File: src/rtl/nct_pkg.sv
package nct_pkg;

    typedef enum logic [1:0] {
        PH_IDLE   = 2'd0,
        PH_SETUP  = 2'd1,
        PH_STROBE = 2'd2,
        PH_HOLD   = 2'd3
    } phase_e;

    typedef enum logic [1:0] {
        K_CMD  = 2'd0,
        K_ADDR = 2'd1,
        K_WR   = 2'd2,
        K_RD   = 2'd3
    } kind_e;

endpackage

File: src/rtl/nct_sync.sv
module nct_sync #(
    parameter int STAGES  = 2,
    parameter bit RST_VAL = 1'b1
) (
    input  logic clk,
    input  logic rst_n,
    input  logic d,
    output logic q
);
    logic [STAGES-1:0] stage_d, stage_q;

    assign stage_d[0] = d;
    for (genvar g = 1; g < STAGES; g++) begin : g_chain
        assign stage_d[g] = stage_q[g-1];
    end

    always_ff @(posedge clk or negedge rst_n) begin
        if (!rst_n) stage_q <= {STAGES{RST_VAL}};
        else        stage_q <= stage_d;
    end

    assign q = stage_q[STAGES-1];
endmodule

File: src/rtl/nct_cfg.sv
module nct_cfg #(
    parameter int SETUP_W = 2,
    parameter int PHASE_W = 3,
    localparam int CFG_W  = SETUP_W + 2 * PHASE_W
) (
    input  logic               clk,
    input  logic               rst_n,
    input  logic               cfg_wr,
    input  logic [CFG_W-1:0]   cfg_word,
    input  logic               sel_wr,
    input  logic               sel_on,
    input  logic               sleep,
    output logic [SETUP_W-1:0] len_setup,
    output logic [PHASE_W-1:0] len_strobe,
    output logic [PHASE_W-1:0] len_hold,
    output logic               ce_n
);
    typedef struct packed {
        logic [CFG_W-1:0] word;
        logic             ce_n;
    } cfg_t;

    cfg_t st_d, st_q;

    always_comb begin
        st_d = st_q;
        if (cfg_wr) st_d.word = cfg_word;
        if (sel_wr) st_d.ce_n = ~sel_on;
    end

    always_ff @(posedge clk or negedge rst_n) begin
        if (!rst_n) begin
            st_q.word <= '1;
            st_q.ce_n <= 1'b1;
        end else begin
            st_q <= st_d;
        end
    end

    assign len_setup  = st_q.word[SETUP_W-1:0];
    assign len_strobe = st_q.word[SETUP_W +: PHASE_W];
    assign len_hold   = st_q.word[SETUP_W+PHASE_W +: PHASE_W];
    assign ce_n       = st_q.ce_n | sleep;
endmodule

File: src/rtl/nct_engine.sv
module nct_engine
    import nct_pkg::*;
#(
    parameter int DATA_W  = 8,
    parameter int SETUP_W = 2,
    parameter int PHASE_W = 3,
    localparam int CNT_W  = (PHASE_W > SETUP_W) ? PHASE_W : SETUP_W
) (
    input  logic               clk,
    input  logic               rst_n,
    input  logic [SETUP_W-1:0] len_setup,
    input  logic [PHASE_W-1:0] len_strobe,
    input  logic [PHASE_W-1:0] len_hold,
    input  logic               req_valid,
    input  logic [1:0]         req_kind,
    input  logic [DATA_W-1:0]  req_byte,
    output logic               req_ready,
    input  logic [DATA_W-1:0]  f_dq_in,
    output logic [DATA_W-1:0]  rd_data,
    output logic               rd_valid,
    output logic               f_cle,
    output logic               f_ale,
    output logic               f_we_n,
    output logic               f_re_n,
    output logic [DATA_W-1:0]  f_dq_out,
    output logic               f_dq_oe
);
    typedef struct packed {
        phase_e             phase;
        logic [CNT_W-1:0]   cnt;
        kind_e              kind;
        logic [DATA_W-1:0]  dat;
        logic [PHASE_W-1:0] strobe;
        logic [PHASE_W-1:0] hold;
        logic [DATA_W-1:0]  rdat;
        logic               rvld;
    } eng_t;

    eng_t st_d, st_q;
    logic last;

    assign last = (st_q.cnt == '0);

    always_comb begin
        st_d      = st_q;
        st_d.rvld = 1'b0;
        unique case (st_q.phase)
            PH_IDLE: begin
                if (req_valid) begin
                    st_d.phase  = PH_SETUP;
                    st_d.cnt    = CNT_W'(len_setup);
                    st_d.kind   = kind_e'(req_kind);
                    st_d.dat    = req_byte;
                    st_d.strobe = len_strobe;
                    st_d.hold   = len_hold;
                end
            end
            PH_SETUP: begin
                if (last) begin
                    st_d.phase = PH_STROBE;
                    st_d.cnt   = CNT_W'(st_q.strobe);
                end else begin
                    st_d.cnt = st_q.cnt - 1'b1;
                end
            end
            PH_STROBE: begin
                if (last) begin
                    st_d.phase = PH_HOLD;
                    st_d.cnt   = CNT_W'(st_q.hold);
                    if (st_q.kind == K_RD) begin
                        st_d.rdat = f_dq_in;
                        st_d.rvld = 1'b1;
                    end
                end else begin
                    st_d.cnt = st_q.cnt - 1'b1;
                end
            end
            PH_HOLD: begin
                if (last) st_d.phase = PH_IDLE;
                else      st_d.cnt   = st_q.cnt - 1'b1;
            end
            default: st_d.phase = PH_IDLE;
        endcase
    end

    always_ff @(posedge clk or negedge rst_n) begin
        if (!rst_n) begin
            st_q.phase  <= PH_IDLE;
            st_q.cnt    <= '0;
            st_q.kind   <= K_CMD;
            st_q.dat    <= '0;
            st_q.strobe <= '0;
            st_q.hold   <= '0;
            st_q.rdat   <= '0;
            st_q.rvld   <= 1'b0;
        end else begin
            st_q <= st_d;
        end
    end

    logic active, in_strobe, is_rd;
    assign active    = (st_q.phase != PH_IDLE);
    assign in_strobe = (st_q.phase == PH_STROBE);
    assign is_rd     = (st_q.kind == K_RD);

    assign req_ready = ~active;
    assign f_cle     = active & (st_q.kind == K_CMD);
    assign f_ale     = active & (st_q.kind == K_ADDR);
    assign f_dq_oe   = active & ~is_rd;
    assign f_dq_out  = f_dq_oe ? st_q.dat : '0;
    assign f_we_n    = ~(in_strobe & ~is_rd);
    assign f_re_n    = ~(in_strobe & is_rd);
    assign rd_data   = st_q.rdat;
    assign rd_valid  = st_q.rvld;
endmodule

File: src/rtl/nand_cycle_timer.sv
module nand_cycle_timer #(
    parameter int DATA_W      = 8,
    parameter int SETUP_W     = 2,
    parameter int PHASE_W     = 3,
    parameter int SYNC_STAGES = 2,
    localparam int CFG_W      = SETUP_W + 2 * PHASE_W
) (
    input  logic              clk,
    input  logic              rst_n,
    input  logic              cfg_wr,
    input  logic [CFG_W-1:0]  cfg_word,
    input  logic              req_valid,
    input  logic [1:0]        req_kind,
    input  logic [DATA_W-1:0] req_byte,
    output logic              req_ready,
    output logic [DATA_W-1:0] rd_data,
    output logic              rd_valid,
    input  logic              sel_wr,
    input  logic              sel_on,
    input  logic              sleep,
    input  logic              rb_in,
    output logic              dev_ready,
    output logic              f_cle,
    output logic              f_ale,
    output logic              f_we_n,
    output logic              f_re_n,
    output logic              f_ce_n,
    output logic [DATA_W-1:0] f_dq_out,
    output logic              f_dq_oe,
    input  logic [DATA_W-1:0] f_dq_in
);
    logic [SETUP_W-1:0] len_setup;
    logic [PHASE_W-1:0] len_strobe, len_hold;

    nct_cfg #(.SETUP_W(SETUP_W), .PHASE_W(PHASE_W)) u_cfg (
        .clk(clk), .rst_n(rst_n), .cfg_wr(cfg_wr), .cfg_word(cfg_word),
        .sel_wr(sel_wr), .sel_on(sel_on), .sleep(sleep),
        .len_setup(len_setup), .len_strobe(len_strobe), .len_hold(len_hold),
        .ce_n(f_ce_n)
    );

    nct_engine #(.DATA_W(DATA_W), .SETUP_W(SETUP_W), .PHASE_W(PHASE_W)) u_eng (
        .clk(clk), .rst_n(rst_n),
        .len_setup(len_setup), .len_strobe(len_strobe), .len_hold(len_hold),
        .req_valid(req_valid), .req_kind(req_kind), .req_byte(req_byte),
        .req_ready(req_ready), .f_dq_in(f_dq_in),
        .rd_data(rd_data), .rd_valid(rd_valid),
        .f_cle(f_cle), .f_ale(f_ale), .f_we_n(f_we_n), .f_re_n(f_re_n),
        .f_dq_out(f_dq_out), .f_dq_oe(f_dq_oe)
    );

    nct_sync #(.STAGES(SYNC_STAGES), .RST_VAL(1'b1)) u_rb_sync (
        .clk(clk), .rst_n(rst_n), .d(rb_in), .q(dev_ready)
    );
endmodule

File: config.mk
export PLATFORM = sky130hd
export DESIGN_NAME = nand_cycle_timer
export DESIGN_NICKNAME = d
export VERILOG_FILES = /design/src/rtl/nct_pkg.sv /design/src/rtl/nct_sync.sv /design/src/rtl/nct_cfg.sv /design/src/rtl/nct_engine.sv /design/src/rtl/nand_cycle_timer.sv
export SDC_FILE = /design/constraint.sdc
export NUM_CORES = 1
export LEC_CHECK = 0
export BUFFER_PORTS_ARGS = -buffer_cell sky130_fd_sc_hd__clkbuf_2
export CORE_MARGIN = 2
export CORE_UTILIZATION = 54
export CTS_CLUSTER_DIAMETER = 80
export DETAILED_ROUTE_END_ITERATION = 7
export PLACE_DENSITY = 0.87
export SYNTH_ARGS = -nofsm -noshare
export SYNTH_HDL_FRONTEND = slang
export SYNTH_SLANG_ARGS = --single-unit
File: constraint.sdc
create_clock -name clk -period 3.5 [get_ports clk]
set_input_delay 0.175 -clock clk [delete_from_list [all_inputs] [get_ports clk]]
set_output_delay 0.175 -clock clk [all_outputs]
set_load 0.02 [all_outputs]
==> summary.txt <==
Placed design
  – Dpl cells: roughly 230
  – RePlAce Congestion: ~0.8
  – DPL Wire Length: about 2900 um
  – I/O Buffers: 58

Timing
  – Max frequency: 439.4 MHz
  – Max Slew Vio Count: 0
  – Hold Vio Cnt, Final: 0
  – Final setup violation count: 0
  – Headroom to the max-slew limit: 0.3444
  – Setup TNS: 0 ps
  – Hold_ws: 49.86 ps
  – Final period util: 0.6503
  – Final min period: approximately 2300 ps
  – RSZ-0062 raised after global routing: no
  – Final clock skew: 11.74 ps
  – Slew @ Worst Pin: a little under 1000 ps

Yosys
  – Synth Register Bits: around 40
  – Async S/R FF share, synth: 1.000
  – Main combinational cell family by area after synthesis: multiplexers
  – Post-synthesis mux area share: 0.2143
  – Post-Synth Adder-Cell Area: 0.03873
  – Synthesized area: slightly below 2000 um^2
  – Synth area leaders: dfrtp_1 39%, dfstp_2 15%, mux2_2 14%
  – Post-synthesis compound-gate area fraction: 0.04196
  – Post-synth EDFFs: 0
  – Post-Syn Area per Cell: ~14 um^2
  – Cell taking the most area after synthesis: dfrtp_1
  – Yosys warning total: 0
  – Area share of the largest cell type after synthesis: 0.3873
  – Post-Synth XOR/XNOR Area: 0
  – Sequential fraction of the synthesis area: 0.5365
  – Distinct cells, synth: 34
  – Post-Syn Nets: 182
  – Top_reg_cell synth: dfrtp_1
  – Mapped Cells: ~140
  – Post-Synth Simple-Gate Area: 0.1130

GRT
  – Number of global-route vias before repair: around 1,300
  – Largest net degree at the start of global routing: 42
  – Initial antenna violation count: 0
  – All-Layer GR Usage: 0.1989
  – Global-route wire length before repair: 6196 um
  – Total gr overflow: 0

Critical path
  – Crit-path cells: inv_1 -> ha_1 -> a21oi_1 -> and2_1 -> clkbuf_2
  – Startpoint types: flop
  – Crit path kind: reg2out
  – CP Max Fanout: 13
  – WP data required: approximately 3300 ps
  – Data arrival, critical path: about 2100 ps
  – Crit path largest cell delay: ~530 ps
  – CP max stage cell: a21oi_1
  – Worst Setup End Kind: primary output

Floorplanning
  – Initial Utilization: 0.5718
  – Total core area: between 3000 and 4000 um^2
  – Die X: 63.91 um
  – Die Height: around 64 um
  – I/O pin total: a little under 60
  – Total die area: 4084 um^2
  – Cell Rows: 21

Finish
  – # diodes: 0
  – Fin util: 0.6759
  – Area Overhead vs Synth: 18.21%
  – Filler cells: 243
  – Share of layout cells above drive strength 1: 0.5750
  – Layout Cells excl Fill: approximately 250
  – Fin nets: 239

Clock tree
  – CTS clk-pin slew, worst paths: about 120 ps
  – TritonCTS Buffers: 5
  – CTS tree: built
  – Clk_lat worst skew: 350 ps
  – Clock root buffer: clkbuf_4
  – CTS Sinks: 41
  – H-tree depth: 2
  – Clock buffer depth: 2

Detailed routing
  – 1st-iter DRT viols: 75
  – 1st-pass router iterations: 4
  – # DRC: 0
  – Vias: between 1,000 and 1,500
  – DRT Wirelength: 3736 um
  – Avg WL per Cell: between 15 and 20 um
  – Vias per cell: between 5 and 6
  – Post-route ant nets: 0

Pwr
  – Leak Pwr: approximately 0.0011 uW
  – Design Power: between 2000 and 2500 uW
  – Worst ir drop on vdd: between 0.0004 and 0.0005 V
  – Pwr Density: between 800 and 900 nW/um^2

Run status
  – Outcome: completed

Min path
  – Min-delay worst type: in2reg

Run
  – # Max-Cap Violations: 0
[report_power, final]
group	switching, uW	internal, uW
sequential	119	662
clock	144	78.4
combinational	539	476
total	801	1220
[Yosys cell counts, drive strengths merged (2+ instances only)]
cell type and n:
nor3 2, dfrtp 30, ha 6, nor3b 2, nand4 4, nand2 5
buf 11, o21ai 2, inv 6, and2 8, mux2 33, nor2b 3
a22o 3, or4 2, dfstp 11, a21oi 2
[final timing paths]
| check | start | to | slack, ps | depth (start not counted) |
|---|---|---|---|---|
| max in group asynchronous | rst_n | u_eng.rd_data[1] | 2380 | 2 |
| worst min-delay path | cfg_word[0] | u_cfg.len_setup[0] | 50 | 2 |
| min in group asynchronous | rst_n | u_eng.st_q[26] | 510 | 2 |
| worst max register to register | u_eng.st_q[28] | u_eng.st_q[22] | 1490 | 4 |
| worst max-delay path | u_eng.st_q[28] | f_dq_out[6] | 1220 | 5 |
| worst min register to register | u_rb_sync.stage_q[0] | u_rb_sync.stage_q[1] | 360 | 0 |
[per-layer routing]
layer | track usage | up-vias | wire length, um
li1 | - | 602 | -
met1 | 0.2547 | 634 | 1486
met2 | 0.3242 | 29 | 2033
met3 | 0.05458 | 8 | 165
met4 | 0.07065 | 0 | 51
met5 | 0 | - | 0
[cell type report]
class | count | area, um^2 | share of cell area
inverter | 6 | 22.52 | 0.009831
tap | 46 | 57.56 | 0.02512
sequential | 41 | 1040 | 0.4539
multi-input combinational | 83 | 790.8 | 0.3452
timing repair buffer | 62 | 330.3 | 0.1442
clock inverter | 1 | 5.005 | 0.002185
clock buffer | 7 | 45.04 | 0.01966
[sequential cells by signal, indices dropped and copies added (netlist names)]
| register | count |
|---|---|
| u_cfg.len_hold | 3 |
| u_cfg.len_setup | 2 |
| u_cfg.len_strobe | 3 |
| u_cfg.st_q | 1 |
| u_eng.rd_data | 8 |
| u_eng.rd_valid | 1 |
| u_eng.st_q | 21 |
| u_rb_sync.stage_q | 2 |
[cells by family after synthesis]
group / Yosys count
simple gates: 32
mux: 34
compound gates: 11
flops: 41
buf+inv: 18
fa+ha+maj: 6
[critical path: cells and delay by family, from the launching register on]
family / cells / cell delay, ps
AOI/OAI and AO/OA: 1 / 530
DFF: 1 / 410
adders and majority gates: 1 / 340
buffers and inverters: 2 / 250
and+or+nand+nor: 1 / 220
[what timing repair did]
item,in CTS,in global routing
hold buffers,4,0
resized for setup,0,0
setup buffers,0,0
endpoints found under the hold margin,27,0
[per-stage QoR]
step | setup slack, ps | area, um^2
finish | 1224 | 2291
global route | 1059 | 2291
detailed placement | 1521 | 2201
floorplan | 1541 | 1938
global placement | 1663 | 2201
CTS | 1243 | 2291
[layout by cell type, fill, tap and decap left out, types with 2 or more instances in the layout]
| master | count |
|---|---|
| mux2_4 | 9 |
| clkbuf_4 | 5 |
| o21ai_0 | 2 |
| nand2_1 | 5 |
| ha_1 | 6 |
| a21oi_1 | 2 |
| and2_1 | 8 |
| clkbuf_1 | 2 |
| dfstp_2 | 11 |
| dfrtp_1 | 30 |
| inv_1 | 6 |
| dlygate4sd3_1 | 4 |
| or4_1 | 2 |
| nand4_1 | 4 |
| clkbuf_2 | 58 |
| nor3b_1 | 2 |
| a22o_1 | 3 |
| mux2_2 | 24 |
(Power assumes the default switching activity.)
